===== src/rtl/sram_ctrl_pkg.sv =====
// Shared types and helpers for the asynchronous SRAM controller.
package sram_ctrl_pkg;

    // Controller sequencing states.
    typedef enum logic [2:0] {
        ST_IDLE  = 3'd0,
        ST_READ  = 3'd1,
        ST_TURN  = 3'd2,
        ST_SETUP = 3'd3,
        ST_PULSE = 3'd4,
        ST_RECOV = 3'd5
    } ctrl_state_t;

    // Largest of the five timing parameters, used to size the cycle counter.
    function automatic int max_of5(input int a, input int b, input int c,
                                   input int d, input int e);
        int m;
        m = a;
        if (b > m) m = b;
        if (c > m) m = c;
        if (d > m) m = d;
        if (e > m) m = e;
        return m;
    endfunction

endpackage


===== src/rtl/sram_ctrl_timer.sv =====
// Phase timer: counts cycles spent in the current state.
// Assumes: restart is pulsed on the edge that enters a new state; limit >= 1.
module sram_ctrl_timer #(
    parameter int CNT_W = 4
) (
    input  logic             clk,
    input  logic             rst_n,
    input  logic             restart,
    input  logic [CNT_W-1:0] limit,
    output logic             expired
);
    logic [CNT_W-1:0] count_q;

    // Count cycles since the last state entry.
    always_ff @(posedge clk) begin
        if (!rst_n)       count_q <= '0;
        else if (restart) count_q <= '0;
        else              count_q <= count_q + 1'b1;
    end

    // The last cycle of the phase is the one where count reaches limit-1.
    assign expired = (count_q == limit - 1'b1);
endmodule


===== src/rtl/sram_ctrl_fsm.sv =====
// Access sequencer: walks read or write phases, each held for its parameter count.
// Assumes: every timing parameter is at least 1 and fits in CNT_W bits.
module sram_ctrl_fsm
    import sram_ctrl_pkg::*;
#(
    parameter int CNT_W    = 4,
    parameter int RD_WAIT  = 7,
    parameter int WR_SETUP = 1,
    parameter int WR_PULSE = 5,
    parameter int WR_RECOV = 1,
    parameter int TURN     = 3
) (
    input  logic        clk,
    input  logic        rst_n,
    input  logic        req_valid,
    input  logic        req_write,
    output logic        req_ready,
    output logic        accept,
    output logic        rd_capture,
    output logic        wr_finish,
    output ctrl_state_t state_next
);
    ctrl_state_t      state_q;
    logic             after_read_q;
    logic             expired;
    logic             restart;
    logic [CNT_W-1:0] limit;

    // Hold time of the current state.
    always_comb begin
        case (state_q)
            ST_READ:  limit = CNT_W'(RD_WAIT);
            ST_TURN:  limit = CNT_W'(TURN);
            ST_SETUP: limit = CNT_W'(WR_SETUP);
            ST_PULSE: limit = CNT_W'(WR_PULSE);
            ST_RECOV: limit = CNT_W'(WR_RECOV);
            default:  limit = CNT_W'(1);
        endcase
    end

    sram_ctrl_timer #(.CNT_W(CNT_W)) u_timer (
        .clk     (clk),
        .rst_n   (rst_n),
        .restart (restart),
        .limit   (limit),
        .expired (expired)
    );

    assign req_ready  = (state_q == ST_IDLE);
    assign accept     = req_ready && req_valid;
    assign rd_capture = (state_q == ST_READ)  && expired;
    assign wr_finish  = (state_q == ST_RECOV) && expired;
    assign restart    = (state_next != state_q);

    // Next-state selection.
    always_comb begin
        state_next = state_q;
        case (state_q)
            ST_IDLE: begin
                if (accept) begin
                    if (!req_write)       state_next = ST_READ;
                    else if (after_read_q) state_next = ST_TURN;
                    else                  state_next = ST_SETUP;
                end
            end
            ST_READ:  if (expired) state_next = ST_IDLE;
            ST_TURN:  if (expired) state_next = ST_SETUP;
            ST_SETUP: if (expired) state_next = ST_PULSE;
            ST_PULSE: if (expired) state_next = ST_RECOV;
            ST_RECOV: if (expired) state_next = ST_IDLE;
            default:  state_next = ST_IDLE;
        endcase
    end

    // State register.
    always_ff @(posedge clk) begin
        if (!rst_n) state_q <= ST_IDLE;
        else        state_q <= state_next;
    end

    // Remember whether the last access was a read, to decide on turnaround.
    always_ff @(posedge clk) begin
        if (!rst_n)                  after_read_q <= 1'b0;
        else if (rd_capture)         after_read_q <= 1'b1;
        else if (accept && req_write) after_read_q <= 1'b0;
    end
endmodule


===== src/rtl/sram_ctrl_datapath.sv =====
// Pin and data registers: latches the request, decodes registered RAM strobes
// from the next state, captures read data and raises the response pulses.
// Assumes: state_next comes from the sequencer in the same cycle.
module sram_ctrl_datapath
    import sram_ctrl_pkg::*;
#(
    parameter int ADDR_W = 17,
    parameter int DATA_W = 8
) (
    input  logic              clk,
    input  logic              rst_n,
    input  logic              accept,
    input  logic              rd_capture,
    input  logic              wr_finish,
    input  ctrl_state_t       state_next,
    input  logic [ADDR_W-1:0] req_addr,
    input  logic [DATA_W-1:0] req_wdata,
    input  logic [DATA_W-1:0] mem_dq_in,
    output logic              rsp_valid,
    output logic [DATA_W-1:0] rsp_rdata,
    output logic              wr_ack,
    output logic [ADDR_W-1:0] mem_addr,
    output logic              mem_ce_n,
    output logic              mem_ce,
    output logic              mem_oe_n,
    output logic              mem_we_n,
    output logic [DATA_W-1:0] mem_dq_out,
    output logic              mem_dq_oe
);
    logic sel_d, oe_d, we_d, drv_d;

    // Strobe levels implied by the state about to be entered.
    always_comb begin
        sel_d = (state_next == ST_READ)  || (state_next == ST_SETUP) ||
                (state_next == ST_PULSE) || (state_next == ST_RECOV);
        oe_d  = (state_next == ST_READ);
        we_d  = (state_next == ST_PULSE);
        drv_d = (state_next == ST_SETUP) || (state_next == ST_PULSE) ||
                (state_next == ST_RECOV);
    end

    // Registered RAM control pins, glitch-free at the board.
    always_ff @(posedge clk) begin
        if (!rst_n) begin
            mem_ce_n  <= 1'b1;
            mem_ce    <= 1'b0;
            mem_oe_n  <= 1'b1;
            mem_we_n  <= 1'b1;
            mem_dq_oe <= 1'b0;
        end else begin
            mem_ce_n  <= ~sel_d;
            mem_ce    <= sel_d;
            mem_oe_n  <= ~oe_d;
            mem_we_n  <= ~we_d;
            mem_dq_oe <= drv_d;
        end
    end

    // Address and write data, loaded only when a request is taken in idle.
    always_ff @(posedge clk) begin
        if (!rst_n) begin
            mem_addr   <= '0;
            mem_dq_out <= '0;
        end else if (accept) begin
            mem_addr   <= req_addr;
            mem_dq_out <= req_wdata;
        end
    end

    // Read capture and single-cycle response pulses.
    always_ff @(posedge clk) begin
        if (!rst_n) begin
            rsp_rdata <= '0;
            rsp_valid <= 1'b0;
            wr_ack    <= 1'b0;
        end else begin
            if (rd_capture) rsp_rdata <= mem_dq_in;
            rsp_valid <= rd_capture;
            wr_ack    <= wr_finish;
        end
    end
endmodule


===== src/rtl/sram_ctrl.sv =====
// Asynchronous SRAM controller top: valid/ready host port to RAM pin cycles.
// Assumes: timing parameters (cycles) are all >= 1; one access at a time.
module sram_ctrl
    import sram_ctrl_pkg::*;
#(
    parameter int ADDR_W   = 17,
    parameter int DATA_W   = 8,
    parameter int RD_WAIT  = 7,
    parameter int WR_SETUP = 1,
    parameter int WR_PULSE = 5,
    parameter int WR_RECOV = 1,
    parameter int TURN     = 3
) (
    input  logic              clk,
    input  logic              rst_n,
    input  logic              req_valid,
    output logic              req_ready,
    input  logic              req_write,
    input  logic [ADDR_W-1:0] req_addr,
    input  logic [DATA_W-1:0] req_wdata,
    output logic              rsp_valid,
    output logic [DATA_W-1:0] rsp_rdata,
    output logic              wr_ack,
    output logic [ADDR_W-1:0] mem_addr,
    output logic              mem_ce_n,
    output logic              mem_ce,
    output logic              mem_oe_n,
    output logic              mem_we_n,
    output logic [DATA_W-1:0] mem_dq_out,
    output logic              mem_dq_oe,
    input  logic [DATA_W-1:0] mem_dq_in
);
    localparam int MAX_T = max_of5(RD_WAIT, WR_SETUP, WR_PULSE, WR_RECOV, TURN);
    localparam int CNT_W = $clog2(MAX_T + 1) + 1;

    logic        accept, rd_capture, wr_finish;
    ctrl_state_t state_next;

    sram_ctrl_fsm #(
        .CNT_W(CNT_W), .RD_WAIT(RD_WAIT), .WR_SETUP(WR_SETUP),
        .WR_PULSE(WR_PULSE), .WR_RECOV(WR_RECOV), .TURN(TURN)
    ) u_fsm (
        .clk        (clk),
        .rst_n      (rst_n),
        .req_valid  (req_valid),
        .req_write  (req_write),
        .req_ready  (req_ready),
        .accept     (accept),
        .rd_capture (rd_capture),
        .wr_finish  (wr_finish),
        .state_next (state_next)
    );

    sram_ctrl_datapath #(.ADDR_W(ADDR_W), .DATA_W(DATA_W)) u_dp (
        .clk        (clk),
        .rst_n      (rst_n),
        .accept     (accept),
        .rd_capture (rd_capture),
        .wr_finish  (wr_finish),
        .state_next (state_next),
        .req_addr   (req_addr),
        .req_wdata  (req_wdata),
        .mem_dq_in  (mem_dq_in),
        .rsp_valid  (rsp_valid),
        .rsp_rdata  (rsp_rdata),
        .wr_ack     (wr_ack),
        .mem_addr   (mem_addr),
        .mem_ce_n   (mem_ce_n),
        .mem_ce     (mem_ce),
        .mem_oe_n   (mem_oe_n),
        .mem_we_n   (mem_we_n),
        .mem_dq_out (mem_dq_out),
        .mem_dq_oe  (mem_dq_oe)
    );
endmodule


===== config.mk =====
export PLATFORM = sky130hd
export DESIGN_NAME = sram_ctrl
export DESIGN_NICKNAME = d
export VERILOG_FILES = /design/src/rtl/sram_ctrl_pkg.sv /design/src/rtl/sram_ctrl_timer.sv /design/src/rtl/sram_ctrl_fsm.sv /design/src/rtl/sram_ctrl_datapath.sv /design/src/rtl/sram_ctrl.sv
export SDC_FILE = /design/constraint.sdc
export NUM_CORES = 1
export LEC_CHECK = 0
export BUFFER_PORTS_ARGS = -buffer_cell sky130_fd_sc_hd__buf_4
export CAP_MARGIN = 10
export CELL_PAD_IN_SITES_DETAIL_PLACEMENT = 1
export CELL_PAD_IN_SITES_GLOBAL_PLACEMENT = 2
export CORE_ASPECT_RATIO = 1.25
export CORE_MARGIN = 3
export CORE_UTILIZATION = 26
export DETAILED_ROUTE_END_ITERATION = 12
export GPL_TIMING_DRIVEN = 0
export PLACE_DENSITY = 0.88
export SETUP_SLACK_MARGIN = 0.15
export SLEW_MARGIN = 30
export SYNTH_ARGS = -nofsm -noshare
export SYNTH_HDL_FRONTEND = slang
export SYNTH_SLANG_ARGS = --single-unit

===== constraint.sdc =====
create_clock -name clk -period 1.8 [get_ports clk]
set_input_delay 0.27 -clock clk [delete_from_list [all_inputs] [get_ports clk]]
set_output_delay 0.27 -clock clk [all_outputs]
set_load 0.01 [all_outputs]

Yosys cells after proc, flatten, opt, wreduce, memory -nomap -nowiden

Cells that the tools add are included.

$add $sub $neg: 2
Equal/unequal tests: 11
Muxes and demuxes: 11
Bitwise gates (word level): 4
Reductions and logical operators: 13

Operator list:

| kind                | count |
|---|---|
| $mux 3              | 6 |
| $pmux 3 s5          | 1 |
| $eq 3x3->1 const B  | 4 |
| $eq 3x2->1 const B  | 3 |
| $pmux 3 s3          | 1 |
| $eq 3x1->1 const B  | 2 |
| $logic_or 1x1->1    | 5 |
| $add 4x1->4 const B | 1 |
| $eq 4x4->1          | 1 |
| $logic_and 1x1->1   | 4 |
| $not 1->1           | 4 |
| $reduce_or 2->1     | 2 |
| $sub 4x1->4 const B | 1 |
| $logic_not 3->1     | 1 |
| $mux 1              | 3 |
| $ne 3x3->1          | 1 |
| $reduce_bool 2->1   | 1 |

Flip-flop bits (word level): 48
Bits of input ports: 37
Output and inout bits: 41
Word-level logic and storage cells: 54

Depth between registers and ports, before layout

Gate-level depths: netlist of run 1.

Depth in word-level cells: 11
Depth in mapped cells: 7
Mapped depth without buffers: 5

Modules after synthesis

Synthesis of run 1 repeated with hierarchy kept, for this count alone.

Cells, all modules: 193
Area total of the unflattened synthesis: 2054.5 µm²

Modules (own cells, without submodules):

| module             | times used | cells an instance | area each (µm²) | sequential area each (µm²) |
|---|---|---|---|---|
| sram_ctrl_datapath | 1          | 125               | 1482.7          | 800.8 |
| sram_ctrl_fsm      | 1          | 43                | 342.8           | 80.1 |
| sram_ctrl_timer    | 1          | 25                | 229.0           | 80.1 |

Worst setup path after synthesis of run 1

OpenSTA, ideal clock, no wires.

Kind: register to register
From: reg u_fsm.u_timer.count_q[1]
To: reg u_fsm.u_timer.count_q[3]
Library setup time: 0.064 ns
Arrival: 1.365 ns
Data required time: 1.736 ns
Slack: 0.370 ns
Stages on the path, launching flop included: 8
Buffers on the path: 2
Period minus slack after synthesis: 1.430 ns
Cell sequence: dfxtp_1 -> buf_6 -> nor4bb_4 -> buf_6 -> o21a_1 -> a311oi_2 -> o211ai_2 -> nor2_1

Word-level cells in the longest chain between the ends: 5
Elaborated cells between the ends (all ways): 9
Classes of those cells: add/sub (1); eq/ne (2); mux (5); reduce/logical (1)

RTL lines:

| item                      | RTL line              | text |
|---|---|---|
| from (decl)               | sram_ctrl_timer.sv:12 | `logic [CNT_W-1:0] count_q;` |
| from (signal assigned)    | sram_ctrl_timer.sv:18 | `else count_q <= count_q + 1'b1;` |
| $eq 4x4->1                | sram_ctrl_timer.sv:22 | `assign expired = (count_q == limit - 1'b1);` |
| $mux 3 (on tied branches) | -                     |  |
| $pmux 3 s5                | sram_ctrl_fsm.sv:58   | `case (state_q)` |
| $ne 3x3->1                | sram_ctrl_fsm.sv:53   | `assign restart = (state_next != state_q);` |
| $reduce_or 2->1 (no line) | -                     |  |

Parallel ways exist; a longest one is shown, timed or not.
A chain may end at the register's enable or synchronous reset.

Final worst setup path of run 1

From: reg u_fsm.u_timer.count_q[2]
To: reg u_fsm.u_timer.count_q[1]

Word-level cells in the longest chain between the ends: 5
Elaborated cells between the ends (all ways): 8
Classes of those cells: eq/ne (2); mux (5); reduce/logical (1)

RTL lines:

| item                        | RTL line |
|---|---|
| $eq 4x4->1 *                | sram_ctrl_timer.sv:22 |
| $mux 3 (on tied branches)   | - |
| $pmux 3 s5 *                | sram_ctrl_fsm.sv:58 |
| $ne 3x3->1 *                | sram_ctrl_fsm.sv:53 |
| $reduce_or 2->1 (no line) * | - |

Mark *: on every way between the ends. The rest lies on a longest branch, timed or not.

==> impl_metrics.csv, run 1 <==
group,metric,value,unit
outcome,run_status,"complete, no violations",
global_route,grt_max_degree,15,
floorplan,fp.dieArea,8229,µm²
pwr,ir_drop,0.0003276,V
worst_setup_path,critPathArrivalTime,1.83,ns
sta,tightest_slew,0.4951,ns
global_route,first_global_vias,1826,
logic_synthesis,synth_seq_cells,48,
pwr,pwr_density,882.3,nW/µm²
pwr,power,2.468,mW
sta,timing.slew.headroom,0.6699,
sta,max_freq,627.0,MHz
worst_setup_path,timing.critical_path.fanout_max,8,
logic_synthesis,postSynth.topFlopCell,"sky130_fd_sc_hd__dfxtp_1",
clock_tree,clk_transition_reported_paths,0.09,ns
logic_synthesis,synth_area,1864,µm²
routing,detail_route.drc_violations,0,
sta,whs,0.2080,ns
clock_tree,cts.path.max_buffers,2,
logic_synthesis,post-synth-top-area-cell,"sky130_fd_sc_hd__dfxtp_1",
place,io_buffers,76,
sta,min_period_over_period,0.8860,
logic_synthesis,synth_area_leaders,"sky130_fd_sc_hd__dfxtp_1 52%, sky130_fd_sc_hd__nand2_1 13%, sky130_fd_sc_hd__a21oi_1 9.9%, sky130_fd_sc_hd__nand3_1 2.7%, sky130_fd_sc_hd__nor2_1 2.0%",
sta,setup_viol,0,
clock_tree,ctsRootBufferMaster,"sky130_fd_sc_hd__clkbuf_8",
pwr,static-leakage-power,1.190,nW
clock_tree,numClockSinks,48,
routing,wl_per_cell,13.21,µm
floorplan,fp.dieH,100.7,µm
clock_tree,postCtsHoldBufs,0,
routing,drt-total-wl,5323,µm
logic_synthesis,yosys.cell_count.top_type,"sky130_fd_sc_hd__nand2_1",
job,max-cap-violations,0,
finish,finalNetCount,353,
worst_setup_path,worst-endpoint-required,2.03,ns
routing,via_count_normalized_by_instance_count,4.551,
place,gp_routability_congestion,0.7918,
worst_setup_path,end_kind,"flop",
routing,detail-route-antenna-nets,0,
logic_synthesis,mappedNetlistNets,261,
global_route,first_pass_grt_wire_length,8445,µm
floorplan,die_width,81.74,µm
global_route,grt-ovfl-total,0,
routing,dr_total_vias,1834,
sta,max_transition_viols_final,0,
sta,worst_clock_skew,0.01039,ns
place,detailed_place_hpwl,3944,µm
sta,rsz0062_at_grt,"true",
clock_tree,worstSkewPairLatency,0.30,ns
clock_tree,cts_max_level,2,
finish,area_growth,50.07,%
worst_setup_path,timing_worst_setup_path_type,"flop to flop",
worst_setup_path,setup.worst_path.start_class,"flop",
logic_synthesis,synth_cell_types,36,
sta,finalHoldViolations,0,
logic_synthesis,synth_top_area_share,0.5154,
routing,firstDrtPassIters,4,
clock_tree,cts_buffers,5,
floorplan,placeableCoreArea,6771,µm²
logic_synthesis,asyncSetResetFlopFracSynth,0,
clock_tree,tritoncts,"done",
floorplan,ports_placed_on_the_boundary,78,
routing,drtIter0Drc,28,
sta,finalCriticalPeriod,1.595,ns
global_route,global_route.usage.total,0.1324,
hold_path,timing.hold.worst.class,"primary input to flop",
finish,antennaDiodeCount,0,
logic_synthesis,ys_warn_count,0,
finish,fillerInstances,831,
logic_synthesis,synthTopCellsByCount,"66 x sky130_fd_sc_hd__nand2_1, 48 x sky130_fd_sc_hd__dfxtp_1, 37 x sky130_fd_sc_hd__a21oi_1, 10 x sky130_fd_sc_hd__nand3_1, 10 x sky130_fd_sc_hd__nor2_1",
floorplan,start_util,0.2753,
logic_synthesis,synth_area_per_cell,8.360,µm²
logic_synthesis,syn_inst,223,
logic_synthesis,yosysSeqAreaShare,0.5154,
finish,drive_above_1_share,0.3734,
logic_synthesis,number_of_enable_type_register_cells_in_the_synthesized_netlist,0,
floorplan,rows,33,
global_route,initial_antenna_violation_count,0,
==> registers in the layout, summed over array words and instances (netlist names) <==
signal,flops
u_dp.mem_ce_n,1
u_dp.rsp_rdata,8
u_fsm.state_q,3
u_dp.mem_dq_oe,1
u_dp.mem_addr,17
u_dp.rsp_valid,1
u_dp.mem_oe_n,1
u_dp.mem_dq_out,8
u_fsm.after_read_q,1
u_dp.wr_ack,1
u_fsm.u_timer.count_q,4
u_dp.mem_we_n,1
u_dp.mem_ce,1
==> area by class of cell <==
class,count,area [µm²],share of cell area
tap,87,108.9,0.03891
timing repair buffer,85,650.6,0.2326
buffer,16,115.1,0.04114
sequential,48,963.4,0.3444
multi-input combinational,156,822.0,0.2938
inverter,3,11.26,0.004025
clock buffer,7,96.34,0.03444
clock inverter,1,30.03,0.01073
==> critical path: stages (launching register included) <==
cell and delay, ns:
sky130_fd_sc_hd__dfxtp_1 0.32, sky130_fd_sc_hd__buf_6 0.13, sky130_fd_sc_hd__nor4bb_4 0.15, sky130_fd_sc_hd__buf_6 0.13
sky130_fd_sc_hd__o21a_1 0.18, sky130_fd_sc_hd__a311oi_2 0.30, sky130_fd_sc_hd__o211ai_2 0.19, sky130_fd_sc_hd__nor2_1 0.12
==> metal layers <==
layer | wire (µm) | vias up | GRT usage
met2 | 2762 | 52 | 0.2309
li1 | - | 929 | -
met5 | 0 | - | 0
met3 | 372 | 4 | 0.04025
met1 | 2121 | 849 | 0.1474
met4 | 67 | 0 | 0.05243
==> cells in the final DEF, fill, tap and decap left out, types with 3 or more instances in the layout <==
| cell | instances |
|---|---|
| sky130_fd_sc_hd__clkbuf_8 | 7 |
| sky130_fd_sc_hd__dfxtp_1 | 46 |
| sky130_fd_sc_hd__o21a_1 | 4 |
| sky130_fd_sc_hd__buf_6 | 4 |
| sky130_fd_sc_hd__clkbuf_4 | 3 |
| sky130_fd_sc_hd__a21oi_1 | 37 |
| sky130_fd_sc_hd__nand3_1 | 10 |
| sky130_fd_sc_hd__clkbuf_1 | 4 |
| sky130_fd_sc_hd__buf_4 | 87 |
| sky130_fd_sc_hd__nand4_1 | 3 |
| sky130_fd_sc_hd__nand2_1 | 64 |
| sky130_fd_sc_hd__nor2_1 | 10 |
==> logic make-up (layout without fill, tap and decap cells) <==
logic type | after synthesis | after routing | share of synthesized area
AND/OR/NAND/NOR | 100 | 100 | 0.2436
AO/OA/AOI/OAI | 53 | 53 | 0.1671
flip-flops | 48 | 48 | 0.5154
buffers and inverters | 19 | 112 | 0.05771
XOR/XNOR | 2 | 2 | 0.009398
adder cells (fa/ha/maj) | 1 | 1 | 0.006710
==> repair_timing <==
action,CTS,global route
setup endpoints to repair,11,41
resized for setup,3,15
setup buffers,0,9
pin swaps,0,5
==> where the power goes <==
group / internal (mW) / total, mW / switching [mW] / leakage, nW
clock: 0.491 / 0.854 / 0.363 / 0.0645
combinational: 0.228 / 0.456 / 0.228 / 0.732
sequential: 1.12 / 1.16 / 0.0337 / 0.393
==> path summary, 6_finish.rpt <==
path / slack, ns / endpoint / startpoint / depth (start not counted)
worst min register to register: 0.46 / u_dp.mem_dq_out[5] / u_dp.mem_dq_out[5] / 2
worst max-delay path: 0.21 / u_fsm.u_timer.count_q[1] / u_fsm.u_timer.count_q[2] / 7
worst min-delay path: 0.21 / u_dp.mem_dq_out[2] / req_wdata[2] / 3
worst max register to register: 0.21 / u_fsm.u_timer.count_q[1] / u_fsm.u_timer.count_q[2] / 7
==> stage by stage <==
stage	setup WS, ns	cell area, µm²	utilization	instances	setup TNS (ns)
after floorplan	0.3701	1864	-	223	0
after global placement	0.03529	2544	0.3756	386	0
after detailed placement	-0.02906	2544	0.3756	386	-0.1175
after CTS	0.1581	2676	0.3952	394	0
after global routing	0.1216	2798	0.4132	403	0
final	0.2051	2798	0.4132	403	0
Power figures use the tool's default switching activity.
==> inputs of run 2 (changes only) <==
Settings changed: CTS_CLUSTER_DIAMETER set to 200, RECOVER_POWER set to 25.
==> run 2 against run 1 <==
  * Total power shrank 0.92%
  * Wire length is 0.26% higher
  * Combinational power shrank 4.8%
  * Clock power about the same
  * Critical path depth unchanged
  * Maximum frequency up 0.26%
  * First-iteration DRC count unchanged
  * Non-clock buffer count unchanged
  * Register-to-register slack is essentially flat
  * Global-route usage unchanged
==> impl_metrics.csv, run 2 (same netlist as run 1, synthesis figures left out) <==
group,metric,value,unit
outcome,run_status,"complete, no violations",
sta,max_freq,628.6,MHz
floorplan,placeableCoreArea,6771,µm²
clock_tree,clk_transition_reported_paths,0.09,ns
floorplan,start_util,0.2753,
finish,drive_above_1_share,0.3038,
worst_setup_path,crit_buf_inv,2,
worst_setup_path,setup.worst_path.start_class,"flop",
worst_setup_path,worst-endpoint-required,2.03,ns
sta,finalHoldViolations,0,
sta,finalCriticalPeriod,1.591,ns
clock_tree,cts.path.max_buffers,2,
finish,area_growth,45.64,%
routing,drt-total-wl,5337,µm
sta,rsz0062_at_grt,"true",
worst_setup_path,cp_cell_sequence,"buf_6 -> nor4bb_4 -> buf_6 -> o21a_1 -> a311oi_2 -> o211ai_2 -> nor2_1",
floorplan,ports_placed_on_the_boundary,78,
clock_tree,cts_buffers,5,
worst_setup_path,reg2reg_setup_slack,0.21,ns
worst_setup_path,timing.critical_path.fanout_max,8,
routing,dr_total_vias,1837,
routing,via_count_normalized_by_instance_count,4.558,
pwr,static-leakage-power,1.101,nW
finish,largest_registers,"u_dp.mem_addr (17), u_dp.mem_dq_out (8), u_dp.rsp_rdata (8)",
job,max-cap-violations,0,
worst_setup_path,end_kind,"flop",
pwr,ir_drop,0.0003269,V
pwr,pwr_density,900.8,nW/µm²
worst_setup_path,critPathArrivalTime,1.82,ns
routing,detail_route.drc_violations,0,
sta,setup_viol,0,
global_route,global_route.usage.total,0.1324,
clock_tree,worstSkewPairLatency,0.30,ns
routing,wl_per_cell,13.24,µm
finish,layout_commonest_cell,"sky130_fd_sc_hd__buf_4",
worst_setup_path,crit_path_top_delay_cell,"sky130_fd_sc_hd__dfxtp_1",
clock_tree,ctsRootBufferMaster,"sky130_fd_sc_hd__clkbuf_8",
worst_setup_path,critical-path-top-cell-by-count,"sky130_fd_sc_hd__buf_6",
sta,setup_ws,0.2093,ns
floorplan,fp.dieH,100.7,µm
routing,firstDrtPassIters,4,
worst_setup_path,critical_path.max_stage_delay,0.32,ns
global_route,grt-ovfl-total,0,
sta,min_period_over_period,0.8837,
floorplan,fp.dieArea,8229,µm²
finish,largest_register,"u_dp.mem_addr",
global_route,first_pass_grt_wire_length,8445,µm
place,place_worst_setup_slack,-0.02906,ns
clock_tree,numClockSinks,48,
global_route,initial_antenna_violation_count,0,
floorplan,rows,33,
sta,worst_clock_skew,0.01035,ns
floorplan,die_width,81.74,µm
worst_setup_path,timing_worst_setup_path_type,"flop to flop",
sta,timing.slew.headroom,0.6700,
finish,largest_register_ffs,17,
worst_setup_path,gate_family_responsible_for_the_most_delay_along_the_worst_path,"compound AO/OA/AOI/OAI gates",
clock_tree,tritoncts,"done",
global_route,first_global_vias,1826,
clock_tree,cts_max_level,2,
place,io_buffers,76,
sta,tightest_slew,0.4949,ns
place,detailed_place_hpwl,3944,µm
global_route,grt_max_degree,15,
pwr,power,2.446,mW
routing,detail-route-antenna-nets,0,
finish,finalNetCount,353,
place,gp_routability_congestion,0.7918,
sta,max_transition_viols_final,0,
finish,commonest_cells_after_routing_fill_and_taps_aside,"65 x sky130_fd_sc_hd__buf_4, 64 x sky130_fd_sc_hd__nand2_1, 46 x sky130_fd_sc_hd__dfxtp_1",
hold_path,timing.hold.worst.class,"primary input to flop",
finish,antennaDiodeCount,0,
routing,drtIter0Drc,28,
run 2: changes by cell type in the layout (fill, tap and decap cells not counted):
cell,change
sky130_fd_sc_hd__clkbuf_1,+22
sky130_fd_sc_hd__buf_4,-22
run 2: worst paths after layout:
check / startpoint / end / depth (start not counted)
worst max-delay path: u_fsm.u_timer.count_q[2] / u_fsm.u_timer.count_q[1] / 7
worst min-delay path: req_wdata[2] / u_dp.mem_dq_out[2] / 3
worst max register to register: u_fsm.u_timer.count_q[2] / u_fsm.u_timer.count_q[1] / 7
worst min register to register: u_dp.mem_dq_out[5] / u_dp.mem_dq_out[5] / 2
run 2: report_power, final:
group	total, mW	internal, mW	switching [mW]
Sequential	1.16	1.12	0.0330
Combinational	0.434	0.206	0.228
Clock	0.854	0.490	0.363
run 2: repair_timing:
action                                  CTS  global route
pin swaps                                 0             5
endpoints found under the setup margin   11            41
gates resized for setup                   3            15
endpoints found under the hold margin     0             0
setup buffers                             0             9
hold buffers                              0             0
run 2: metrics by stage:
step	cells	cell area [µm²]	hold WS (ns)	setup TNS, ns	utilization
floorplan	223	1864	0.4060	0	-
global placement	386	2544	0.4432	0	0.3756
detailed placement	386	2544	0.4494	-0.1175	0.3756
CTS	394	2676	0.1921	0	0.3952
global route	403	2715	0.1932	0	0.4010
finish	403	2715	0.2077	0	0.4010
run 2: cell type report:
cell class / instances / area [µm²]
tap: 87 / 108.9
clock inverter: 1 / 30.03
timing repair buffer: 85 / 568.0
fill: 831 / 4056
multi-input combinational: 156 / 822.0
buffer: 16 / 115.1
sequential: 48 / 963.4
inverter: 3 / 11.26
clock buffer: 7 / 96.34
run 2: per-layer routing:
metal	track usage	wire (µm)	share of wire
met5	0	0	0
met4	0.05243	67	0.013
met3	0.04025	374	0.070
met2	0.2309	2752	0.52
met1	0.1474	2143	0.40
run 2: worst min-delay path, cell delays in order:
cell and delay (ns):
sky130_fd_sc_hd__buf_4 0.11, sky130_fd_sc_hd__nand2_1 0.04, sky130_fd_sc_hd__a21oi_1 0.05
